$ cat config.mk
export PLATFORM = sky130hd
export DESIGN_NAME = dtrace_encoder
export DESIGN_NICKNAME = d
export VERILOG_FILES = /design/src/rtl/dtrace_pkg.sv /design/src/rtl/dtrace_qualify.sv /design/src/rtl/dtrace_addr_delta.sv /design/src/rtl/dtrace_packer.sv /design/src/rtl/dtrace_encoder.sv
export SDC_FILE = /design/constraint.sdc
export NUM_CORES = 1
export LEC_CHECK = 0
export ABC_AREA = 1
export BUFFER_PORTS_ARGS = -buffer_cell sky130_fd_sc_hd__buf_2
export CAP_MARGIN = 20
export CELL_PAD_IN_SITES_DETAIL_PLACEMENT = 0
export CELL_PAD_IN_SITES_GLOBAL_PLACEMENT = 1
export CORE_MARGIN = 5
export CORE_UTILIZATION = 35
export DETAILED_ROUTE_END_ITERATION = 6
export PLACE_DENSITY_LB_ADDON = 0.05
export SYNTH_ARGS = -nofsm -noshare
export SYNTH_HDL_FRONTEND = slang
export SYNTH_SLANG_ARGS = --single-unit
$ cat constraint.sdc
create_clock -name clk -period 6 [get_ports clk]
set_input_delay 1.8 -clock clk [delete_from_list [all_inputs] [get_ports clk]]
set_output_delay 1.8 -clock clk [all_outputs]
set_load 0.05 [all_outputs]
$ cat src/rtl/dtrace_pkg.sv
package dtrace_pkg;
  localparam int HDR_W   = 13;
  localparam int CODE_W  = 6;
  localparam logic [CODE_W-1:0] CODE_WR = 6'b000101;
  localparam logic [CODE_W-1:0] CODE_RD = 6'b000110;
  localparam int SIZE_CODES = 4;

  // width in bits of an access with the given size code
  function automatic int unsigned size_bits(input logic [1:0] sz);
    return 32'd8 << sz;
  endfunction
endpackage

$ cat src/rtl/dtrace_qualify.sv
module dtrace_qualify #(
  parameter int ADDR_W  = 32,
  parameter int MID_W   = 4,
  parameter logic [MID_W-1:0] DMA_MID = 4'd2
) (
  input  logic              bus_valid,
  input  logic [MID_W-1:0]  bus_mid,
  input  logic              bus_write,
  input  logic [1:0]        bus_size,
  input  logic [ADDR_W-1:0] bus_addr,
  input  logic [ADDR_W-1:0] cfg_lo,
  input  logic [ADDR_W-1:0] cfg_hi,
  input  logic              cfg_wr_en,
  input  logic              cfg_rd_en,
  input  logic [dtrace_pkg::SIZE_CODES-1:0] cfg_size_en,
  output logic              qual
);
  localparam int NS = dtrace_pkg::SIZE_CODES;

  logic [NS-1:0] size_hit;
  logic in_window, dir_ok, from_dma;

  // one match term per size code
  for (genvar g = 0; g < NS; g++) begin : g_size
    assign size_hit[g] = (bus_size == 2'(g)) && cfg_size_en[g];
  end

  always_comb begin
    from_dma  = (bus_mid == DMA_MID);
    in_window = (bus_addr >= cfg_lo) && (bus_addr <= cfg_hi);
    dir_ok    = bus_write ? cfg_wr_en : cfg_rd_en;
    qual      = bus_valid && from_dma && in_window && dir_ok && (|size_hit);
  end
endmodule

$ cat src/rtl/dtrace_addr_delta.sv
module dtrace_addr_delta #(
  parameter int ADDR_W = 32,
  parameter int LEN_W  = 7
) (
  input  logic [ADDR_W-1:0] cur_addr,
  input  logic [ADDR_W-1:0] prev_addr,
  output logic [ADDR_W-1:0] delta,
  output logic [LEN_W-1:0]  delta_len
);
  always_comb begin
    delta     = cur_addr ^ prev_addr;
    delta_len = LEN_W'(1);
    // highest set bit decides the width; zero delta keeps one bit
    for (int i = 0; i < ADDR_W; i++) begin
      if (delta[i]) delta_len = LEN_W'(i + 1);
    end
  end
endmodule

$ cat src/rtl/dtrace_packer.sv
module dtrace_packer #(
  parameter int ADDR_W = 32,
  parameter int DATA_W = 64,
  parameter int MID_W  = 4,
  parameter int MSG_W  = 109,
  parameter int LEN_W  = 7
) (
  input  logic              is_write,
  input  logic [MID_W-1:0]  mid,
  input  logic [1:0]        size,
  input  logic [ADDR_W-1:0] delta,
  input  logic [LEN_W-1:0]  delta_len,
  input  logic [DATA_W-1:0] data,
  output logic [MSG_W-1:0]  msg,
  output logic [LEN_W-1:0]  len
);
  import dtrace_pkg::*;

  logic [DATA_W-1:0] data_mask, data_cut;
  logic [MSG_W-1:0]  hdr, delta_ext, data_ext;
  logic [LEN_W-1:0]  data_len;

  always_comb begin
    data_len  = LEN_W'(size_bits(size));
    data_mask = {DATA_W{1'b1}} >> (DATA_W - int'(data_len));
    data_cut  = data & data_mask;
    hdr       = '0;
    hdr[CODE_W-1:0]                 = is_write ? CODE_WR : CODE_RD;
    hdr[CODE_W +: MID_W]            = mid;
    hdr[CODE_W + MID_W +: 3]        = {1'b0, size};
    delta_ext = MSG_W'(delta) << HDR_W;
    data_ext  = MSG_W'(data_cut) << (HDR_W + int'(delta_len));
    msg       = hdr | delta_ext | data_ext;
    len       = LEN_W'(HDR_W) + delta_len + data_len;
  end
endmodule

$ cat src/rtl/dtrace_encoder.sv
module dtrace_encoder #(
  parameter int ADDR_W = 32,
  parameter int DATA_W = 64,
  parameter int MID_W  = 4,
  parameter logic [MID_W-1:0] DMA_MID = 4'd2,
  localparam int MSG_W = dtrace_pkg::HDR_W + ADDR_W + DATA_W,
  localparam int LEN_W = $clog2(MSG_W + 1)
) (
  input  logic              clk,
  input  logic              rst,
  input  logic              bus_valid,
  input  logic [MID_W-1:0]  bus_mid,
  input  logic              bus_write,
  input  logic [1:0]        bus_size,
  input  logic [ADDR_W-1:0] bus_addr,
  input  logic [DATA_W-1:0] bus_data,
  input  logic [ADDR_W-1:0] cfg_lo,
  input  logic [ADDR_W-1:0] cfg_hi,
  input  logic              cfg_wr_en,
  input  logic              cfg_rd_en,
  input  logic [3:0]        cfg_size_en,
  output logic              msg_valid,
  input  logic              msg_ready,
  output logic [MSG_W-1:0]  msg_data,
  output logic [LEN_W-1:0]  msg_len
);
  import dtrace_pkg::*;

  logic              qual, load;
  logic [ADDR_W-1:0] prev_addr, delta;
  logic [LEN_W-1:0]  delta_len, new_len;
  logic [MSG_W-1:0]  new_msg;

  dtrace_qualify #(.ADDR_W(ADDR_W), .MID_W(MID_W), .DMA_MID(DMA_MID)) u_qual (
    .bus_valid(bus_valid), .bus_mid(bus_mid), .bus_write(bus_write),
    .bus_size(bus_size), .bus_addr(bus_addr), .cfg_lo(cfg_lo), .cfg_hi(cfg_hi),
    .cfg_wr_en(cfg_wr_en), .cfg_rd_en(cfg_rd_en), .cfg_size_en(cfg_size_en),
    .qual(qual)
  );

  dtrace_addr_delta #(.ADDR_W(ADDR_W), .LEN_W(LEN_W)) u_delta (
    .cur_addr(bus_addr), .prev_addr(prev_addr),
    .delta(delta), .delta_len(delta_len)
  );

  dtrace_packer #(.ADDR_W(ADDR_W), .DATA_W(DATA_W), .MID_W(MID_W),
                  .MSG_W(MSG_W), .LEN_W(LEN_W)) u_pack (
    .is_write(bus_write), .mid(bus_mid), .size(bus_size), .delta(delta),
    .delta_len(delta_len), .data(bus_data), .msg(new_msg), .len(new_len)
  );

  // a new message loads when the output slot is free or being drained
  assign load = qual && (!msg_valid || msg_ready);

  always_ff @(posedge clk) begin
    if (rst) begin
      msg_valid <= 1'b0;
      msg_data  <= '0;
      msg_len   <= '0;
      prev_addr <= '0;
    end else if (load) begin
      msg_valid <= 1'b1;
      msg_data  <= new_msg;
      msg_len   <= new_len;
      prev_addr <= bus_addr;
    end else if (msg_ready) begin
      msg_valid <= 1'b0;
    end
  end

  AST_HOLD_STABLE: assert property (@(posedge clk) disable iff (rst)
    msg_valid && !msg_ready |=> msg_valid && $stable(msg_data) && $stable(msg_len));
  AST_CODE_LEGAL: assert property (@(posedge clk) disable iff (rst)
    msg_valid |-> (msg_data[CODE_W-1:0] == CODE_WR || msg_data[CODE_W-1:0] == CODE_RD));
  AST_SRC_IS_DMA: assert property (@(posedge clk) disable iff (rst)
    msg_valid |-> msg_data[CODE_W +: MID_W] == DMA_MID);
  AST_LEN_RANGE: assert property (@(posedge clk) disable iff (rst)
    msg_valid |-> (msg_len >= LEN_W'(22) && msg_len <= LEN_W'(MSG_W)));
  AST_UPPER_ZERO: assert property (@(posedge clk) disable iff (rst)
    msg_valid |-> (msg_data >> msg_len) == '0);
  AST_FROM_DMA: assert property (@(posedge clk) disable iff (rst)
    $rose(msg_valid) |-> $past(bus_valid && bus_mid == DMA_MID));
endmodule

==> metrics.txt, run 1 <==
most used cell, CP nand2_1; Crit Path Max Fanout 10; Final Non-Filler Cells 2861; Core Region 35700 um2; post-route clock period utilization 0.938; # setup viols final 0; Synth-to-Final Area Change 24.2%; Syn Inst Count 2119; num rows 69; fin crit period 5.63 ns; post-detail-place hpwl 49900 um; status completed; Seq/Total Area, Yosys 0.235; Comb pwr share 0.376; Worst Slack Setup Final 0.372 ns; vias in the first global route 14800; nets 2637; Placement Setup Slack 0.0299 ns; maximum clock path buffer count 2; total number of vias 16000; switch share 0.398; Post-Place Cells 2829; Hold Slack 0.464 ns; I/O pin count 294; max_cap viols 0; internal power 2.06 mW; Congestion Overflow GR 0; post_cts resized 0; Slew Limit Fails 0; Setup Fix Bufs, Post-CTS 0; Worst Path Required 6.37 ns; root buf cell clkbuf_16; port bufs 293; Warnings, synthesis 0; LEAKAGE 7.81 nW; DRT iter0 DRCs 1971; crit end category register; DRC 0; Multi-input gate area 8480 um2; Synth cell types 41; Clock Pin Slew Worst Setup and Hold Paths 0.06 ns; Fmax 0.178 GHz; drt total wl 61600 um; Die Height 200 um; DRT Pass-1 Iters 5; Starting Density 0.356; RSZ-0062 raised after global routing no; share of cells above drive strength 1 0.186; H-tree depth 4; ANT nets after route 0; Synth Register Bits 149; clk sinks 149; initial antenna violation count 0; die footprint 40200 um2; first-pass GRT wire length 91100 um; Avg Cell Area, Syn 5.99 um2; clk_lat worst skew 0.45 ns; Vias/cell 5.57; P_sw 1.36 mW; maximum vdd drop 0.201 mV; die extent in x 200 um; CP max stage delay 0.36 ns; pin count of the biggest net entering global routing 115; Ant. Diodes 0; Overall Global Routing Usage 0.291; CTS tree done; Syn Nets 2369; Clock Skews 0.0137 ns; crit path max-delay cell type clkinv_1; register area 2980 um2; Slew @ Worst Pin 0.959 ns; Layout Utilization 0.442; type of origin of the critical path input port; HP Class reg -> reg; Sequential Power Share 0.290; Placer Congestion 1.01; Setup Crit Path Kind in -> reg; Post-CTS Hold Fix Bufs 0; Slew HR 0.361; Inserted Clock Buffers 17; Pwr Density 217 nW/um2; routed len/inst 21.5 um; Clk network pwr share 0.334; CP Data Arrival Time 6.00 ns; TNS Setup 0 ns; final hold vios 0; number of fill cells 3927; Mapped Area 12700 um2
## registers in the layout, indices dropped and copies added (netlist names)
signal	cells
msg_data	109
msg_valid	1
msg_len	7
prev_addr	32
## synthesized netlist by cell type (all sizes together)
cell type | n | area (um2)
clkinv | 3 | 11.3
o21bai | 1 | 7.51
dfxtp | 149 | 2980
o221ai | 2 | 17.5
inv | 168 | 631
a21boi | 2 | 15.0
and3 | 1 | 6.26
clkbuf | 92 | 345
o31ai | 1 | 7.51
a21o | 3 | 22.5
nand2 | 493 | 1860
a21oi | 157 | 786
a32o | 1 | 10.0
nand4 | 15 | 93.8
o2111ai | 1 | 8.76
o21ai | 57 | 285
nor3 | 8 | 45.0
a211oi | 2 | 15.0
nand3b | 1 | 7.51
buf | 51 | 279
a31oi | 8 | 50.1
a2111oi | 1 | 8.76
o21a | 6 | 45.0
o211ai | 5 | 42.5
ha | 73 | 913
nor2 | 40 | 153
xnor2 | 30 | 263
nand3 | 735 | 3680
and2 | 4 | 25.0
xor2 | 6 | 52.6
a221oi | 2 | 17.5
a22o | 1 | 8.76
## final timing paths
path,startpoint,to,slack [ns],depth (start not counted)
hold / removal,msg_data[108],msg_data[108],0.46,2
setup / recovery,bus_addr[2],msg_data[38],0.37,46
hold reg to reg,msg_data[108],msg_data[108],0.46,2
setup reg to reg,prev_addr[1],msg_data[38],1.45,45
## power groups by stage
stage / clock, mW / sequential (mW) / combinational (mW)
2_1_floorplan: 0 / 1.02 / 0.721
3_3_place_gp: 0 / 1.01 / 1.24
3_5_place_dp: 0 / 1.01 / 1.24
4_1_cts: 1.16 / 0.992 / 1.24
5_1_grt: 1.19 / 0.992 / 1.38
6_report: 1.14 / 0.992 / 1.28
## final cells by class
class	count	area share
Clock buffer	18	0.0272
Sequential cell	149	0.189
Tap cell	461	0.0366
Clock inverter	14	0.0111
Inverter	171	0.0408
Timing Repair Buffer	392	0.157
Multi-Input combinational cell	1656	0.538
## critical path: cells and delay by family
family	cells	cell delay, ns
AO/OA/AOI/OAI	1	0.13
XOR/XNOR	1	0.20
adder cells (fa/ha/maj)	1	0.19
buffers and inverters	6	0.97
AND/OR/NAND/NOR	37	2.71
## through the flow
stage | power [mW] | instance area [um2]
floorplan | 1.74 | 12700
global placement | 2.26 | 15200
detailed placement | 2.25 | 15200
CTS | 3.39 | 15800
global route | 3.56 | 15800
finish | 3.42 | 15800
## cell families after synthesis
kind of cell             after synthesis  share of synthesized area
XOR/XNOR                              36                     0.0248
AO/OA/AOI/OAI                        250                      0.106
flip-flops                           149                      0.235
adder cells (fa/ha/maj)               73                     0.0720
AND/OR/NAND/NOR                     1297                      0.462
buffers and inverters                314                     0.0998
## placed cells by master, fill, tap and decap left out, types with 39 or more instances in the layout
| cell | Yosys | routed |
|---|---|---|
| buf_4 | 10 | 79 |
| inv_1 | 156 | 155 |
| ha_1 | 73 | 71 |
| nand2_1 | 490 | 490 |
| o21ai_0 | 50 | 50 |
| nor2_1 | 39 | 39 |
| nand3_1 | 735 | 735 |
| dfxtp_1 | 149 | 149 |
| a21oi_1 | 157 | 157 |
| buf_2 | 28 | 292 |
## routing by layer
layer | share of wire | track usage | wire (um) | vias up
li1 | - | - | - | 7760
met1 | 0.49 | 0.452 | 30200 | 7394
met2 | 0.39 | 0.395 | 24000 | 743
met3 | 0.10 | 0.0822 | 6380 | 53
met4 | 0.018 | 0.0592 | 1090 | 0
met5 | 0 | 0 | 0 | -
No activity file was read; power rests on OpenSTA's default activity.
==> run 2, diff against run 1 <==
--- a/config.mk
+++ b/config.mk
@@ -13,7 +13,7 @@
 export CORE_MARGIN = 5
 export CORE_UTILIZATION = 35
 export DETAILED_ROUTE_END_ITERATION = 6
-export PLACE_DENSITY_LB_ADDON = 0.05
+export PLACE_DENSITY_LB_ADDON = 0.25
 export SYNTH_ARGS = -nofsm -noshare
 export SYNTH_HDL_FRONTEND = slang
 export SYNTH_SLANG_ARGS = --single-unit
==> run 2 against run 1 <==
The flow now finishes with violations (design-rule violations). Routed wire length increased by 1.8%. Register-to-register slack barely moved. Power decreased by 1.3%. First-iteration DRC count down 3.2%.
==> metrics.txt, run 2 (synthesized netlist as in run 1, its figures left out) <==
register area 2980 um2 (unchanged); total number of vias 15900 (-0.16%); DP Area 15000 um2 (-0.86%); Core Region 35700 um2 (unchanged); drt total wl 62800 um (+1.8%); maximum clock path buffer count 2 (unchanged); most used cell, CP nand2_1; Vias/cell 5.60 (+0.37%); vias in the first global route 14900 (+1.1%); max reg flops 109 (unchanged); CP max stage delay 0.62 ns (+0.26 ns); Layout Utilization 0.438 (-0.00435); LEAKAGE 7.73 nW (-1.0%); clk_lat worst skew 0.45 ns (about the same); CTS tree done; hold path cells 1 (-1); H-tree depth 4 (unchanged); Worst Slack Setup Final 0.338 ns (-0.0338 ns); Post-CTS Hold Fix Bufs 0 (unchanged); Multi-input gate area 8480 um2 (unchanged); Starting Density 0.356 (unchanged); Critical path origin bus_addr[1]; failing checks design-rule violations; crit end category register; die footprint 40200 um2 (unchanged); Slew @ Worst Pin 1.04 ns (+0.0788 ns); Top Registers msg_data: 109 flops, prev_addr: 32 flops, msg_len: 7 flops; Placer Congestion 1.02 (+1.3%); pin count of the biggest net entering global routing 73 (-37%); Ant. Diodes 0 (unchanged); DRT Pass-1 Iters 7 (+2); Hold Crit Start msg_data[7]; Post-Place Cells 2815 (-0.49%); routed len/inst 22.1 um (+2.4%); final instance area 15600 um2 (-0.98%); CP Data Arrival Time 6.06 ns (+0.06 ns); I/O pin count 294 (unchanged); TNS Setup 0 ns (unchanged); maximum vdd drop 0.218 mV (+8.4%); # setup viols final 0 (unchanged); first-pass GRT wire length 93500 um (+2.6%); Critical R2R Launch prev_addr[1]; status finished, violations left; DRC 2 (+2); Pwr Density 216 nW/um2 (-0.30%); Clock Pin Slew Worst Setup and Hold Paths 0.07 ns (about the same); HP Class reg -> reg; final hold vios 0 (unchanged); initial antenna violation count 2 (+2); crit-path leading delay family simple AND/OR/NAND/NOR gates; commonest non-fill, non-tap cell in the layout nand3_1; R2R cell count 45 (unchanged); type of origin of the critical path input port; RSZ-0062 raised after global routing yes; Congestion Overflow GR 0 (unchanged); post-route clock period utilization 0.944 (+0.00563); die extent in x 200 um (unchanged); number of fill cells 3955 (+0.71%); ANT nets after route 0 (unchanged); DRT iter0 DRCs 1907 (-3.2%); Placement Setup Slack -0.0261 ns (-0.0560 ns); Clock Skews 0.0196 ns (+0.00585 ns); crit path max-delay cell type o21ai_0; max_cap viols 0 (unchanged); Final Non-Filler Cells 2846 (-0.52%); Inserted Clock Buffers 17 (unchanged); Slew Limit Fails 0 (unchanged); Die Height 200 um (unchanged); Fmax 0.177 GHz (-0.60%); register-to-register setup slack 1.44 ns (about the same); share of cells above drive strength 1 0.180 (-0.00554); clk sinks 149 (unchanged); port bufs 293 (unchanged); commonest cells after routing, fill and taps aside nand3_1 (735), nand2_1 (490), buf_2 (292), a21oi_1 (157), inv_1 (155); num rows 69 (unchanged); root buf cell clkbuf_16; Synth-to-Final Area Change 23.0%; Slew HR 0.308 (-0.0526); Worst Path Required 6.40 ns (+0.03 ns); nets 2623 (-0.53%); Crit Path Max Fanout 36 (+26); worst path buffer plus inverter count 6 (unchanged); post-detail-place hpwl 50500 um (+1.2%); Setup Crit Path Kind in -> reg; Reg with most FFs msg_data; CP Depth 45 (-2.2%); fin crit period 5.66 ns (+0.0338 ns); Overall Global Routing Usage 0.299 (+0.00775)
## run 2: stage by stage
| step | hold WS (ns) | total power, mW |
|---|---|---|
| 2_1_floorplan | 0.437 | 1.74 |
| 5_1_grt | 0.486 | 3.52 |
| 3_5_place_dp | 0.455 | 2.25 |
| 4_1_cts | 0.465 | 3.35 |
| 3_3_place_gp | 0.445 | 2.26 |
| 6_report | 0.461 | 3.37 |
## run 2: cell type report
cell class,instances,share of cell area
clock inverters,9,0.00649
inverters,171,0.0412
multi-input cells,1656,0.543
repair buffers,378,0.150
flip-flops and latches,149,0.191
clock buffers,22,0.0304
well taps,461,0.0370
## run 2: final timing paths
check,endpoint
max,msg_data[65]
min,msg_data[7]
max reg2reg,msg_data[65]
min reg2reg,msg_data[7]
## run 2: where the power goes
group          internal [mW]  switching, mW
clock network          0.641          0.452
logic                  0.399          0.889
registers              0.991        0.00152
total                   2.03           1.34
## run 2: routing by layer
metal  vias up  GRT usage  routed length (um)
li1       7725          -                   -
met1      7450      0.463               30700
met2       693      0.413               25000
met3        57     0.0685                5840
met4         0     0.0715                1260
met5         -          0                   0
## run 2: timing repair
action,CTS,global route
resized for setup,0,1
buffers inserted,0,0
endpoints found under the setup margin,0,3
==> run 3, diff against run 2 <==
==> constraint.sdc (replaced) <==
create_clock -name clk -period 7.15 [get_ports clk]
set_input_delay 2.145 -clock clk [delete_from_list [all_inputs] [get_ports clk]]
set_output_delay 2.145 -clock clk [all_outputs]
set_load 0.05 [all_outputs]
==> run 3 against run 2 <==
The run now ends clean. Utilization shrank 1.5 points. Sequential cell count stayed put. Setup slack better by 0.62 ns. Highest routed layer is now met5. Routed wire length is 1.7% lower. Worst hold slack got worse by 0.0020 ns.
==> metrics.txt, run 3 (synthesized netlist as in run 1, its figures left out) <==
commonest non-fill, non-tap cell in the layout nand3_1; I/O pin count 294 (unchanged); clk sinks 149 (unchanged); max_cap viols 0 (unchanged); Setup Crit Path Kind in -> reg; Worst R2R End msg_data[67]; DRT Pass-1 Iters 5 (-2); die extent in x 200 um (unchanged); R2R cell count 42 (-6.7%); H-tree depth 4 (unchanged); RSZ-0062 raised after global routing no; clk_lat worst skew 0.44 ns (about the same); post_cts resized 0 (unchanged); final hold vios 0 (unchanged); Post-CTS Hold Fix Bufs 0 (unchanged); maximum clock path buffer count 2 (unchanged); Vias/cell 5.66 (+1.2%); Placement Setup Slack 0.638 ns (+0.664 ns); DRC 0 (-2); port bufs 293 (unchanged); Slew Limit Fails 0 (unchanged); commonest cells after routing, fill and taps aside nand3_1 (735), nand2_1 (490), buf_2 (292), a21oi_1 (157), inv_1 (155); Worst Path Required 7.55 ns (+1.15 ns); die footprint 40200 um2 (unchanged); DRT iter0 DRCs 1726 (-9.5%); initial antenna violation count 5 (+3); Crit Path Max Fanout 65 (+81%); post-route clock period utilization 0.866; post-detail-place hpwl 48900 um (-3.2%); Inserted Clock Buffers 17 (unchanged); Placer Congestion 0.995 (-2.8%); CTS tree done; Synth-to-Final Area Change 18.8%; root buf cell clkbuf_16; max reg flops 109 (unchanged); ANT nets after route 0 (unchanged); Starting Density 0.356 (unchanged); Worst Slack Setup Final 0.958 ns (+0.620 ns); fin crit period 6.19 ns; Hold Crit Start msg_data[2]; register-to-register setup slack 2.44 ns (+1.00 ns); most used cell, CP nand2_1; crit end category register; nets 2567 (-2.1%); Reg with most FFs msg_data; crit path max-delay cell type buf_4; Die Height 200 um (unchanged); Clock Skews 0.00761 ns (-0.0120 ns); Critical R2R Launch prev_addr[3]; drt total wl 61700 um (-1.7%); Fmax 0.161 GHz; first-pass GRT wire length 91500 um (-2.1%); routed len/inst 22.1 um (+0.28%); Congestion Overflow GR 0 (unchanged); CP Data Arrival Time 6.59 ns (+0.53 ns); Core Region 35700 um2 (unchanged); Pwr Density 181 nW/um2 (-16%); Ant. Diodes 0 (unchanged); vias in the first global route 14600 (-2.2%); total number of vias 15800 (-0.82%); LEAKAGE 7.42 nW (-4.1%); Slew HR 0.444 (+0.136); Layout Utilization 0.423 (-0.0149); hold path cells 1 (unchanged); maximum vdd drop 0.170 mV (-22%); # setup viols final 0 (unchanged); Slew @ Worst Pin 0.834 ns (-0.204 ns); pin count of the biggest net entering global routing 103 (+41%); type of origin of the critical path input port; TNS Setup 0 ns (unchanged); Top Registers msg_data: 109 flops, prev_addr: 32 flops, msg_len: 7 flops; num rows 69 (unchanged); HP Class reg -> reg; Setup Fix Bufs, Post-CTS 0 (unchanged); CP max stage delay 0.54 ns (-0.08 ns); Clock Pin Slew Worst Setup and Hold Paths 0.07 ns (about the same); Overall Global Routing Usage 0.293 (-0.00616); status completed; share of cells above drive strength 1 0.161 (-0.0193); Hold Crit Endpoint msg_data[2]
run 3: cell types whose count changed in the layout (fill, tap and decap cells not counted), moves of 2 or more:
cell	previous run	this run
clkinvlp_4	1	4
buf_12	19	11
buf_4	66	19
clkinv_2	6	4
clkbuf_1	2	0
run 3: layout make-up:
cell class              instances  area [um2]
inverters                     171         643
multi-input cells            1656        8480
clock inverters                11         101
repair buffers                322        1820
well taps                     461         577
flip-flops and latches        149        2980
fillers                      4022       20600
clock buffers                  20         467
run 3: report_power, final:
part           internal (mW)  switching, mW
Clock                  0.505          0.395
Sequential             0.832        0.00129
Combinational          0.281          0.716
run 3: metrics by stage:
stage                     cells  total power, mW  area [um2]  hold slack (ns)
after floorplan            2119             1.46       12700            0.437
after global placement     2759             1.82       14500            0.445
after detailed placement   2759             1.81       14500            0.451
after CTS                  2790             2.71       15100            0.466
after global routing       2790             2.85       15100            0.474
final                      2790             2.73       15100            0.459
run 3: metal layers:
| layer | wire length [um] | GRT usage | vias to the layer above |
|---|---|---|---|
| met5 | 48 | 0 | - |
| met4 | 1080 | 0.0649 | 8 |
| met3 | 6080 | 0.0769 | 61 |
| met2 | 24800 | 0.409 | 731 |
| met1 | 29700 | 0.446 | 7387 |
| li1 | - | - | 7608 |
run 3: critical path, delay by kind of cell:
kind | cells | cell delay (ns)
and+or+nand+nor | 36 | 2.72
xor gates and xnor gates | 1 | 0.25
buffers and inverters | 6 | 1.41
run 3: how the worst max path moves through the flow:
stage / slack, ns / from / endpoint
after detailed placement: 0.64 / bus_addr[3] / msg_data[99]
after CTS: 1.05 / bus_addr[3] / msg_data[99]
final: 0.96 / bus_addr[3] / msg_data[67]
after floorplan: 1.37 / bus_addr[2] / msg_data[69]
after global placement: 0.50 / bus_addr[1] / msg_data[67]
after global routing: 0.46 / bus_addr[3] / msg_data[70]
